File: config.mk
export PLATFORM = sky130hd
export DESIGN_NAME = pwm_aq2
export DESIGN_NICKNAME = d
export VERILOG_FILES = /design/src/rtl/pwm_aq2.sv
export SDC_FILE = /design/constraint.sdc
export NUM_CORES = 1
export LEC_CHECK = 0
export BUFFER_PORTS_ARGS = -buffer_cell sky130_fd_sc_hd__buf_2
export CAP_MARGIN = 20
export CORE_ASPECT_RATIO = 1.5
export CORE_MARGIN = 5
export CORE_UTILIZATION = 45
export CTS_CLUSTER_SIZE = 12
export DETAILED_ROUTE_END_ITERATION = 8
export GPL_ROUTABILITY_DRIVEN = 0
export PLACE_DENSITY = 0.6
export SLEW_MARGIN = 20
export SYNTH_ARGS = -nofsm -noshare
export SYNTH_HDL_FRONTEND = slang
export SYNTH_SLANG_ARGS = --single-unit
export TNS_END_PERCENT = 1
File: constraint.sdc
create_clock -name clk -period 2.7 [get_ports clk]
set_input_delay 0.27 -clock clk [delete_from_list [all_inputs] [get_ports clk]]
set_output_delay 0.27 -clock clk [all_outputs]
set_load 0.02 [all_outputs]
File: src/rtl/pwm_aq2.sv
module pwm_aq2 #(
  parameter int CW  = 16,
  parameter int PSW = 4
) (
  input  logic          clk,
  input  logic          rst_n,
  input  logic          wr_en,
  input  logic [2:0]    wr_addr,
  input  logic [CW-1:0] wr_data,
  output logic          out_a,
  output logic          out_b
);
  localparam logic [2:0] AD_PRD  = 3'd0;
  localparam logic [2:0] AD_CMPA = 3'd1;
  localparam logic [2:0] AD_CMPB = 3'd2;
  localparam logic [2:0] AD_ACTA = 3'd3;
  localparam logic [2:0] AD_ACTB = 3'd4;
  localparam logic [2:0] AD_FRC  = 3'd5;
  localparam logic [2:0] AD_RUN  = 3'd6;
  localparam logic [2:0] AD_PS   = 3'd7;

  logic [CW-1:0]  prd, cmp_a, cmp_b, cnt;
  logic [5:0]     act_a, act_b;
  logic [3:0]     frc_sh, frc_on;
  logic [1:0]     rld_sel;
  logic           run, aq_a, aq_b;
  logic [PSW-1:0] ps_div, ps_cnt;

  function automatic logic aq_next(input logic cur, input logic [5:0] act,
                                   input logic ez, input logic ep, input logic ec);
    logic [1:0] code;
    if (ec)      code = act[5:4];
    else if (ep) code = act[3:2];
    else if (ez) code = act[1:0];
    else         code = 2'b00;
    case (code)
      2'b01:   return 1'b0;
      2'b10:   return 1'b1;
      2'b11:   return ~cur;
      default: return cur;
    endcase
  endfunction

  wire tick    = run && (ps_cnt == ps_div);
  wire ev_zero = tick && (cnt == '0);
  wire ev_prd  = tick && (cnt == prd);
  wire ev_ca   = tick && (cnt == cmp_a) && (cmp_a <= prd);
  wire ev_cb   = tick && (cnt == cmp_b) && (cmp_b <= prd);
  wire wrap    = cnt >= prd;

  wire rld_hit = (rld_sel == 2'b00 && ev_zero) ||
                 (rld_sel == 2'b01 && ev_prd)  ||
                 (rld_sel == 2'b10 && (ev_zero || ev_prd));
  wire frc_now = wr_en && (wr_addr == AD_FRC) && (wr_data[7:6] == 2'b11);

  wire frc_act_a = frc_on[1] ^ frc_on[0];
  wire frc_act_b = frc_on[3] ^ frc_on[2];

  assign out_a = frc_act_a ? frc_on[1] : aq_a;
  assign out_b = frc_act_b ? frc_on[3] : aq_b;

  always_ff @(posedge clk or negedge rst_n) begin
    if (!rst_n) begin
      prd <= '0; cmp_a <= '0; cmp_b <= '0;
      act_a <= '0; act_b <= '0;
      frc_sh <= '0; rld_sel <= '0;
      run <= 1'b0; ps_div <= '0;
    end else if (wr_en) begin
      case (wr_addr)
        AD_PRD:  prd   <= wr_data;
        AD_CMPA: cmp_a <= wr_data;
        AD_CMPB: cmp_b <= wr_data;
        AD_ACTA: act_a <= wr_data[5:0];
        AD_ACTB: act_b <= wr_data[5:0];
        AD_FRC: begin
          frc_sh  <= wr_data[3:0];
          rld_sel <= wr_data[7:6];
        end
        AD_RUN:  run    <= wr_data[0];
        default: ps_div <= wr_data[PSW-1:0];
      endcase
    end
  end

  always_ff @(posedge clk or negedge rst_n) begin
    if (!rst_n) begin
      ps_cnt <= '0;
      cnt    <= '0;
    end else if (run) begin
      if (tick) begin
        ps_cnt <= '0;
        cnt    <= wrap ? '0 : cnt + 1'b1;
      end else begin
        ps_cnt <= ps_cnt + 1'b1;
      end
    end
  end

  always_ff @(posedge clk or negedge rst_n) begin
    if (!rst_n) begin
      aq_a   <= 1'b0;
      aq_b   <= 1'b0;
      frc_on <= '0;
    end else begin
      aq_a <= aq_next(aq_a, act_a, ev_zero, ev_prd, ev_ca);
      aq_b <= aq_next(aq_b, act_b, ev_zero, ev_prd, ev_cb);
      if (frc_now)      frc_on <= wr_data[3:0];
      else if (rld_hit) frc_on <= frc_sh;
    end
  end


  cnt_wrap_chk: assert property (@(posedge clk) disable iff (!rst_n)
    tick && (cnt >= prd) |=> cnt == '0);


  stop_hold_chk: assert property (@(posedge clk) disable iff (!rst_n)
    !run |=> $stable(cnt) && $stable(aq_a) && $stable(aq_b));


  ps_gap_chk: assert property (@(posedge clk) disable iff (!rst_n)
    tick && (ps_div != '0) && !(wr_en && wr_addr == AD_PS) |=> !tick);


  cmp_low_chk: assert property (@(posedge clk) disable iff (!rst_n)
    tick && (cnt == cmp_a) && (cmp_a <= prd) && (act_a[5:4] == 2'b01) |=> !out_a || frc_act_a);


  frc_low_chk: assert property (@(posedge clk) disable iff (!rst_n)
    wr_en && (wr_addr == AD_FRC) && (wr_data[7:6] == 2'b11) && (wr_data[1:0] == 2'b01) |=> !out_a);
endmodule

Word level (Yosys, flattened, before mapping)
Index checks and enable logic that the tools add are counted.

word-level totals
  output and inout port bits = 2
  input bits = 22
  register bits = 97
  logic and storage cells = 88

cells by class
  reduce and logical (&&, ||, !) cells = 31
  mux-type cells = 14
  bitwise operators = 5
  magnitude comparators = 3
  add/sub/neg operators = 2
  equal/unequal tests = 19

operators by type and width
  cell                                                                   number
  16-bit equality test                                                   3
  16-bit less-or-equal comparator                                        2
  2-bit AND reduction                                                    9
  16-bit by 1-bit adder with 16-bit output, second input constant        1
  16-bit >= comparator                                                   1
  16-bit logical NOT                                                     1
  16-bit two-way mux                                                     1
  2-bit equality test, second input constant                             6
  1-bit logical AND                                                      12
  2-bit two-way mux                                                      6
  4-bit two-way mux                                                      3
  3-bit equality test, second input constant                             3
  7-bit OR reduction                                                     1
  2-bit by 1-bit equality test with 1-bit output, second input constant  3
  3-bit by 2-bit equality test with 1-bit output, second input constant  2
  1-bit case mux with 3 select lines                                     2
  3-bit nonzero test                                                     2
  4-bit by 1-bit adder with 4-bit output, second input constant          1
  4-bit equality test                                                    1
  3-bit by 1-bit equality test with 1-bit output, second input constant  1
  3-bit logical NOT                                                      1
  1-bit logical OR                                                       3
  1-bit NOT                                                              3
  2-bit logical NOT                                                      1
  3 further kinds                                                        5

Depth between registers and ports, before layout
Gate-level depths: netlist of run 1.

  word-level depth = 8
  depth in mapped cells = 10
  depth with buffers taken out = 8

Worst setup path after synthesis of run 1
Ideal clock, no wire load.

  path type = register -> register
  start = reg cnt[15]
  end = reg frc_on[0]
  setup slack = 0.499 ns
  stages on the path, launching flop included = 8
  arrival time = 2.078 ns
  data required time = 2.577 ns
  setup time = 0.123 ns
  cell sequence = dfrtp_1 > ha_1 > nand4_2 > nor4_4 > nand2_1 > a21oi_2 > o211ai_1 > o221a_1

on the way
  longest elaborated chain between the ends = 6
  elaborated cells on any way between the ends = 11
  those cells by class = eq/ne: 1; reduce/logical: 10

ends and longest elaborated chain
  what                                                        line    RTL
  start, declared                                             22      logic [CW-1:0] prd, cmp_a, cmp_b, cnt;
  start signal, assigned                                      92      cnt <= wrap ? '0 : cnt + 1'b1;
  16-bit equality test or 16-bit logical NOT (tied branches)  46, 45
  1-bit logical AND, on equally long branches                 46, 45
  1-bit logical AND, or another cell as far along             52      (rld_sel == 2'b01 && ev_prd) ||
  1-bit logical OR or 1-bit logical AND (tied branches)       51, 53
  1-bit logical OR (*)                                        52
  2-bit nonzero test (no source line) (*)                     -
  end signal, assigned                                        107     if (frc_now) frc_on <= wr_data[3:0];
  end signal, assigned                                        108     else if (rld_hit) frc_on <= frc_sh;
  end, declared                                               24      logic [3:0] frc_sh, frc_on;

Mark *: on every way between the ends. The rest lies on a longest branch, timed or not.
A chain may end at the register's enable or synchronous reset.

Final worst setup path of run 1
Ends and elaborated chain as after synthesis.

==> results.ini, run 1 <==
[run_status]
status = finished, final reports clean

[cts]
clkLatencyLatePin_ns = 0.35
tritoncts_num_sinks = 97
clock_path_buffers = 2
numCtsBuffers = 9
h-tree-depth = 3
ctsResizeCount = 0
cts.clk_slew.worst_paths_ns = 0.07
holdBufCountCts = 1
root_buffer = clkbuf_16
cts_setup_buffers = 0
cts_tree = done

[floorplan]
chipHeight_um = 148
start_util_pct = 45.9
row_count = 50
die-area_um2 = 15100
die_w_um = 102
num_io_pins = 24
core_um2 = 12400

[global_route]
overflow = 0
antenna_found_initial = 0
grt_pass1_wl_um = 23800
grt_usage_pct = 20.5
grt_pass1_vias = 4537
grt_max_degree = 67

[finish]
layout-area-overhead-vs-synth_pct = 12.3
final_nets = 652
final_util_pct = 51.5
final_layout_size_suffix_gt1_share_pct = 21.6
fillers = 1155
antenna_cells = 0

[synth]
yosysWarnings = 0
synthesis.area_um2 = 5710
syn_inst = 549
ys.flop_type = dfrtp_1
synthTopCellsByCount = dfrtp_1, nand2_1, ha_1
synth_top_area_share_pct = 42.5
yosys.area.top_type = dfrtp_1
synth_enable_flop_cells = 0
yosysSeqAreaShare_pct = 42.5
synth.distinct_cells = 50
ys_seq_elements = 97
synth_area_per_cell_um2 = 10.4
synth.most_common_cell = dfrtp_1
async_reset_ff_share_pct = 100
synth.area.top_cells = dfrtp_1, ha_1, mux2_2
synthesis.nets = 622

[pwr]
p_per_area_nw_per_um2 = 773
p_leak_nw = 2.87
ir_worst_vdd_mv = 0.542

[setup_path]
required_ns = 2.94
arrival_ns = 2.64
crit_start = cnt[15]$_DFFE_PN0P_
regToRegSetupSlack_ns = 0.29
crit-reg2reg-launch = cnt[15]$_DFFE_PN0P_
start_kind = flip-flop
path_max_fanout = 6
reg2reg_depth = 7
end_kind = flip-flop
critPathKind = reg -> reg
r2r-end = frc_on[0]$_DFFE_PN0P_

[placement]
port-buffer-count = 23
hpwl_um = 11100

[sta]
rsz0062_at_grt = false
fin_tns_setup_ns = 0
post-route-min-period_ns = 2.41
min_period_over_period_pct = 89.1
worst_slew_pin_slew_ns = 0.585
max_freq_mhz = 416
maxSlewViolCount = 0
holdWs_ns = 0.148
skew_ns = 0.00885
slew_headroom_pct = 60.8
hold_viol = 0
setup_viol = 0

[route]
post-route-drc-count = 0
wl_per_cell_um = 19.5
dr_total_vias = 4287
dr.pass1.iters = 4
first_iter_violations = 197
ant_nets = 0
viasPerCell = 5.79
finalWirelength_um = 14400

[min_path]
min_path_cells = 3
min_to = prd[8]$_DFFE_PN0P_
min_path_type = in -> reg
min_from = wr_data[8]

[flow_run]
maxCapViolations = 0

cells in the final DEF, fill, tap and decap left out, drive strengths merged, types with 3 or more instances in the layout:
| cell | count |
|---|---|
| or2 | 5 |
| dfrtp | 97 |
| xor2 | 7 |
| nor3b | 3 |
| o21ai | 25 |
| nand4 | 31 |
| mux2 | 49 |
| buf | 43 |
| o221a | 4 |
| nor2 | 19 |
| nor3 | 5 |
| clkbuf | 9 |
| nor4 | 7 |
| o211ai | 7 |
| a21o | 11 |
| ha | 51 |
| nand3 | 15 |
| and3 | 5 |
| inv | 30 |
| xnor2 | 40 |
| a21oi | 23 |
| nand2 | 58 |
| nor2b | 4 |
cells by family after synthesis:
group / after synthesis / share of synthesized area (%)
compound gates: 89 / 10.6
xor+xnor: 47 / 7.20
fa+ha+maj: 53 / 11.5
mux: 51 / 10.0
buf+inv: 51 / 3.46
simple gates: 161 / 14.7
flops: 97 / 42.5
routing by layer:
metal  share of wire [%]  vias up  global-route usage [%]
met4                 4.4        0                    10.2
met5                   0        -                       0
met2                  53      113                    36.3
li1                    -     2036                       -
met1                  39     2102                    23.7
met3                 3.7       36                    2.64
flip-flops by register name, indices dropped and copies added (netlist names):
name and flops:
cmp_b 16, aq_b 1, cmp_a 16, prd 16
run 1, aq_a 1, ps_cnt 4, frc_sh 4
act_a 6, frc_on 4, ps_div 4, cnt 16
rld_sel 2, act_b 6
per-stage QoR:
| stage | cell area, um2 | setup slack (ns) | power [mW] | cells |
|---|---|---|---|---|
| 2_1_floorplan | 5710 | 0.499 | 3.13 | 549 |
| 3_3_place_gp | 6100 | 0.394 | 3.59 | 723 |
| 3_5_place_dp | 6100 | 0.313 | 3.65 | 723 |
| 4_1_cts | 6410 | 0.290 | 5.01 | 740 |
| 5_1_grt | 6410 | 0.100 | 5.29 | 740 |
| 6_report | 6410 | 0.295 | 4.96 | 740 |
how the worst max path moves through the flow:
stage	end	cells past startpoint
floorplan	frc_on[0]$_DFFE_PN0P_	7
global placement	frc_on[1]$_DFFE_PN0P_	7
detailed placement	frc_on[0]$_DFFE_PN0P_	7
CTS	frc_on[0]$_DFFE_PN0P_	7
global route	frc_on[1]$_DFFE_PN0P_	7
finish	frc_on[0]$_DFFE_PN0P_	7
power breakdown:
group	leakage (nW)	internal, mW	total (mW)	switching, mW
registers	1.18	1.77	2.05	0.277
logic	1.54	0.738	1.57	0.834
clock network	0.150	0.737	1.34	0.605
final cells by class:
class | count | area (um2) | area share [%]
flip-flops and latches | 97 | 2430 | 37.8
repair buffers | 44 | 290 | 4.53
inverters | 26 | 97.6 | 1.52
well taps | 156 | 195 | 3.04
multi-input cells | 401 | 3100 | 48.3
clock buffers | 9 | 225 | 3.51
clock inverters | 7 | 82.6 | 1.29
worst max-delay path: stages, from the launching register on:
cell and delay (ns):
dfrtp_1 0.45, ha_1 0.39, nand4_2 0.18, nor4_4 0.49, nand2_1 0.13, a21oi_2 0.19, o211ai_1 0.19, o221a_1 0.28
Note: power is estimated with default switching activity, not from simulation.
==> inputs of run 2 (changes only) <==
--- a/config.mk
+++ b/config.mk
@@ -7,13 +7,15 @@
 export LEC_CHECK = 0
 export BUFFER_PORTS_ARGS = -buffer_cell sky130_fd_sc_hd__buf_2
 export CAP_MARGIN = 20
+export CELL_PAD_IN_SITES_DETAIL_PLACEMENT = 1
+export CELL_PAD_IN_SITES_GLOBAL_PLACEMENT = 1
 export CORE_ASPECT_RATIO = 1.5
 export CORE_MARGIN = 5
 export CORE_UTILIZATION = 45
 export CTS_CLUSTER_SIZE = 12
 export DETAILED_ROUTE_END_ITERATION = 8
 export GPL_ROUTABILITY_DRIVEN = 0
-export PLACE_DENSITY = 0.6
+export PLACE_DENSITY = 0.73
 export SLEW_MARGIN = 20
 export SYNTH_ARGS = -nofsm -noshare
 export SYNTH_HDL_FRONTEND = slang
==> run 2 against run 1 <==
Net effect: largest power group unchanged; critical path type unchanged; flip-flop and latch count stayed put; critical endpoint is now frc_on[1]$_DFFE_PN0P_; via count grew 2.2%; largest cell class unchanged; critical path depth increased by 1; sequential power is essentially flat; utilization increased by 0.46 points.
==> results.ini, run 2 (synthesized netlist as in run 1, its figures left out) <==
[pwr]
p_per_area_nw_per_um2 = 809
p_leak_nw = 2.90
ir_worst_vdd_mv = 0.333

[route]
finalWirelength_um = 16100
dr_total_vias = 4380
wl_per_cell_um = 21.7
post-route-drc-count = 0
viasPerCell = 5.91
ant_nets = 0
dr.pass1.iters = 4
first_iter_violations = 162

[setup_path]
required_ns = 2.93
path_max_fanout = 7
arrival_ns = 2.74
end_kind = flip-flop
start_kind = flip-flop
critPathKind = reg -> reg

[sta]
rsz0062_at_grt = false
fin_tns_setup_ns = 0
maxSlewViolCount = 0
min_period_over_period_pct = 93.0
max_freq_mhz = 398
hold_viol = 0
slew_headroom_pct = 49.6
setup_viol = 0
holdWs_ns = 0.162
skew_ns = 0.00955
post-route-min-period_ns = 2.51
worst_slew_pin_slew_ns = 0.751

[global_route]
met2_usage_pct = 41.8
use_met3_pct = 2.88
antenna_found_initial = 0
grt_usage_pct = 22.4
grt_max_degree = 66
busiest_layer = met2
overflow = 0
use_met1_pct = 24.7
grt_pass1_vias = 4869
grt_pass1_wl_um = 26000

[cts]
h-tree-depth = 3
tritoncts_num_sinks = 97
root_buffer = clkbuf_16
clock_path_buffers = 2
holdBufCountCts = 1
clkLatencyLatePin_ns = 0.35
cts_setup_buffers = 0
cts_tree = done
numCtsBuffers = 9
cts.clk_slew.worst_paths_ns = 0.08
ctsResizeCount = 0

[floorplan]
die-area_um2 = 15100
die_w_um = 102
num_io_pins = 24
chipHeight_um = 148
start_util_pct = 45.9
row_count = 50
core_um2 = 12400

[min_path]
min_path_type = in -> reg

[placement]
dpl.cell_count = 724
hpwl_um = 12200
port-buffer-count = 23

[finish]
final_common_cell = dfrtp_1
layout-area-overhead-vs-synth_pct = 13.3
instances_no_fill = 741
final_layout_size_suffix_gt1_share_pct = 21.7
antenna_cells = 0
final_nets = 653
final_cell_mix = dfrtp_1, nand2_1, ha_1, mux2_2, xnor2_1

[run_status]
status = finished, final reports clean

[flow_run]
maxCapViolations = 0

run 2: per-stage QoR:
| stage | setup slack (ns) | total power [mW] | utilization [%] | instance area, um2 |
|---|---|---|---|---|
| 2_1_floorplan | 0.499 | 3.13 | - | 5710 |
| 3_3_place_gp | 0.324 | 3.60 | 49.0 | 6100 |
| 3_5_place_dp | 0.234 | 3.71 | 49.0 | 6100 |
| 4_1_cts | 0.195 | 5.28 | 52.0 | 6470 |
| 5_1_grt | 0.0663 | 5.55 | 52.0 | 6470 |
| 6_report | 0.189 | 5.24 | 52.0 | 6470 |
run 2: layout make-up:
class | count | area, um2
Clock buffer | 9 | 225
Tap cell | 156 | 195
Timing Repair Buffer | 45 | 298
Sequential cell | 97 | 2430
Clock inverter | 7 | 133
Multi-Input combinational cell | 401 | 3100
Fill cell | 1386 | 5980
Inverter | 26 | 97.6
run 2: power breakdown:
| part | internal [mW] | total (mW) | switching, mW |
|---|---|---|---|
| registers | 1.77 | 2.06 | 0.286 |
| clock network | 0.929 | 1.54 | 0.612 |
| logic | 0.750 | 1.64 | 0.890 |
| total | 3.45 | 5.24 | 1.79 |
run 2: critical path, cell delays in order, from the launching register on:
cell and delay [ns]:
dfrtp_1 0.48, ha_1 0.35, nand4_1 0.21, nor4_4 0.39, buf_4 0.22, nand2_1 0.07
a21oi_2 0.19, o211ai_1 0.20, o221a_1 0.28
run 2: final timing paths:
path | endpoint | start | slack [ns] | cells after the start
min | prd[14]$_DFFE_PN0P_ | wr_data[14] | 0.16 | 3
min reg2reg | frc_sh[1]$_DFFE_PN0P_ | frc_sh[1]$_DFFE_PN0P_ | 0.48 | 2
max reg2reg | frc_on[1]$_DFFE_PN0P_ | cnt[9]$_DFFE_PN0P_ | 0.19 | 8
max in group asynchronous | ps_div[0]$_DFFE_PN0P_ | rst_n | 1.56 | 3
max | frc_on[1]$_DFFE_PN0P_ | cnt[9]$_DFFE_PN0P_ | 0.19 | 8
min in group asynchronous | cnt[10]$_DFFE_PN0P_ | rst_n | 0.41 | 2
run 2: routing by layer:
layer  routed length, um  vias up
met5                   0        -
met4                 633        0
met3                 402       40
met2                8910       88
met1                6130     2224
li1                    -     2028
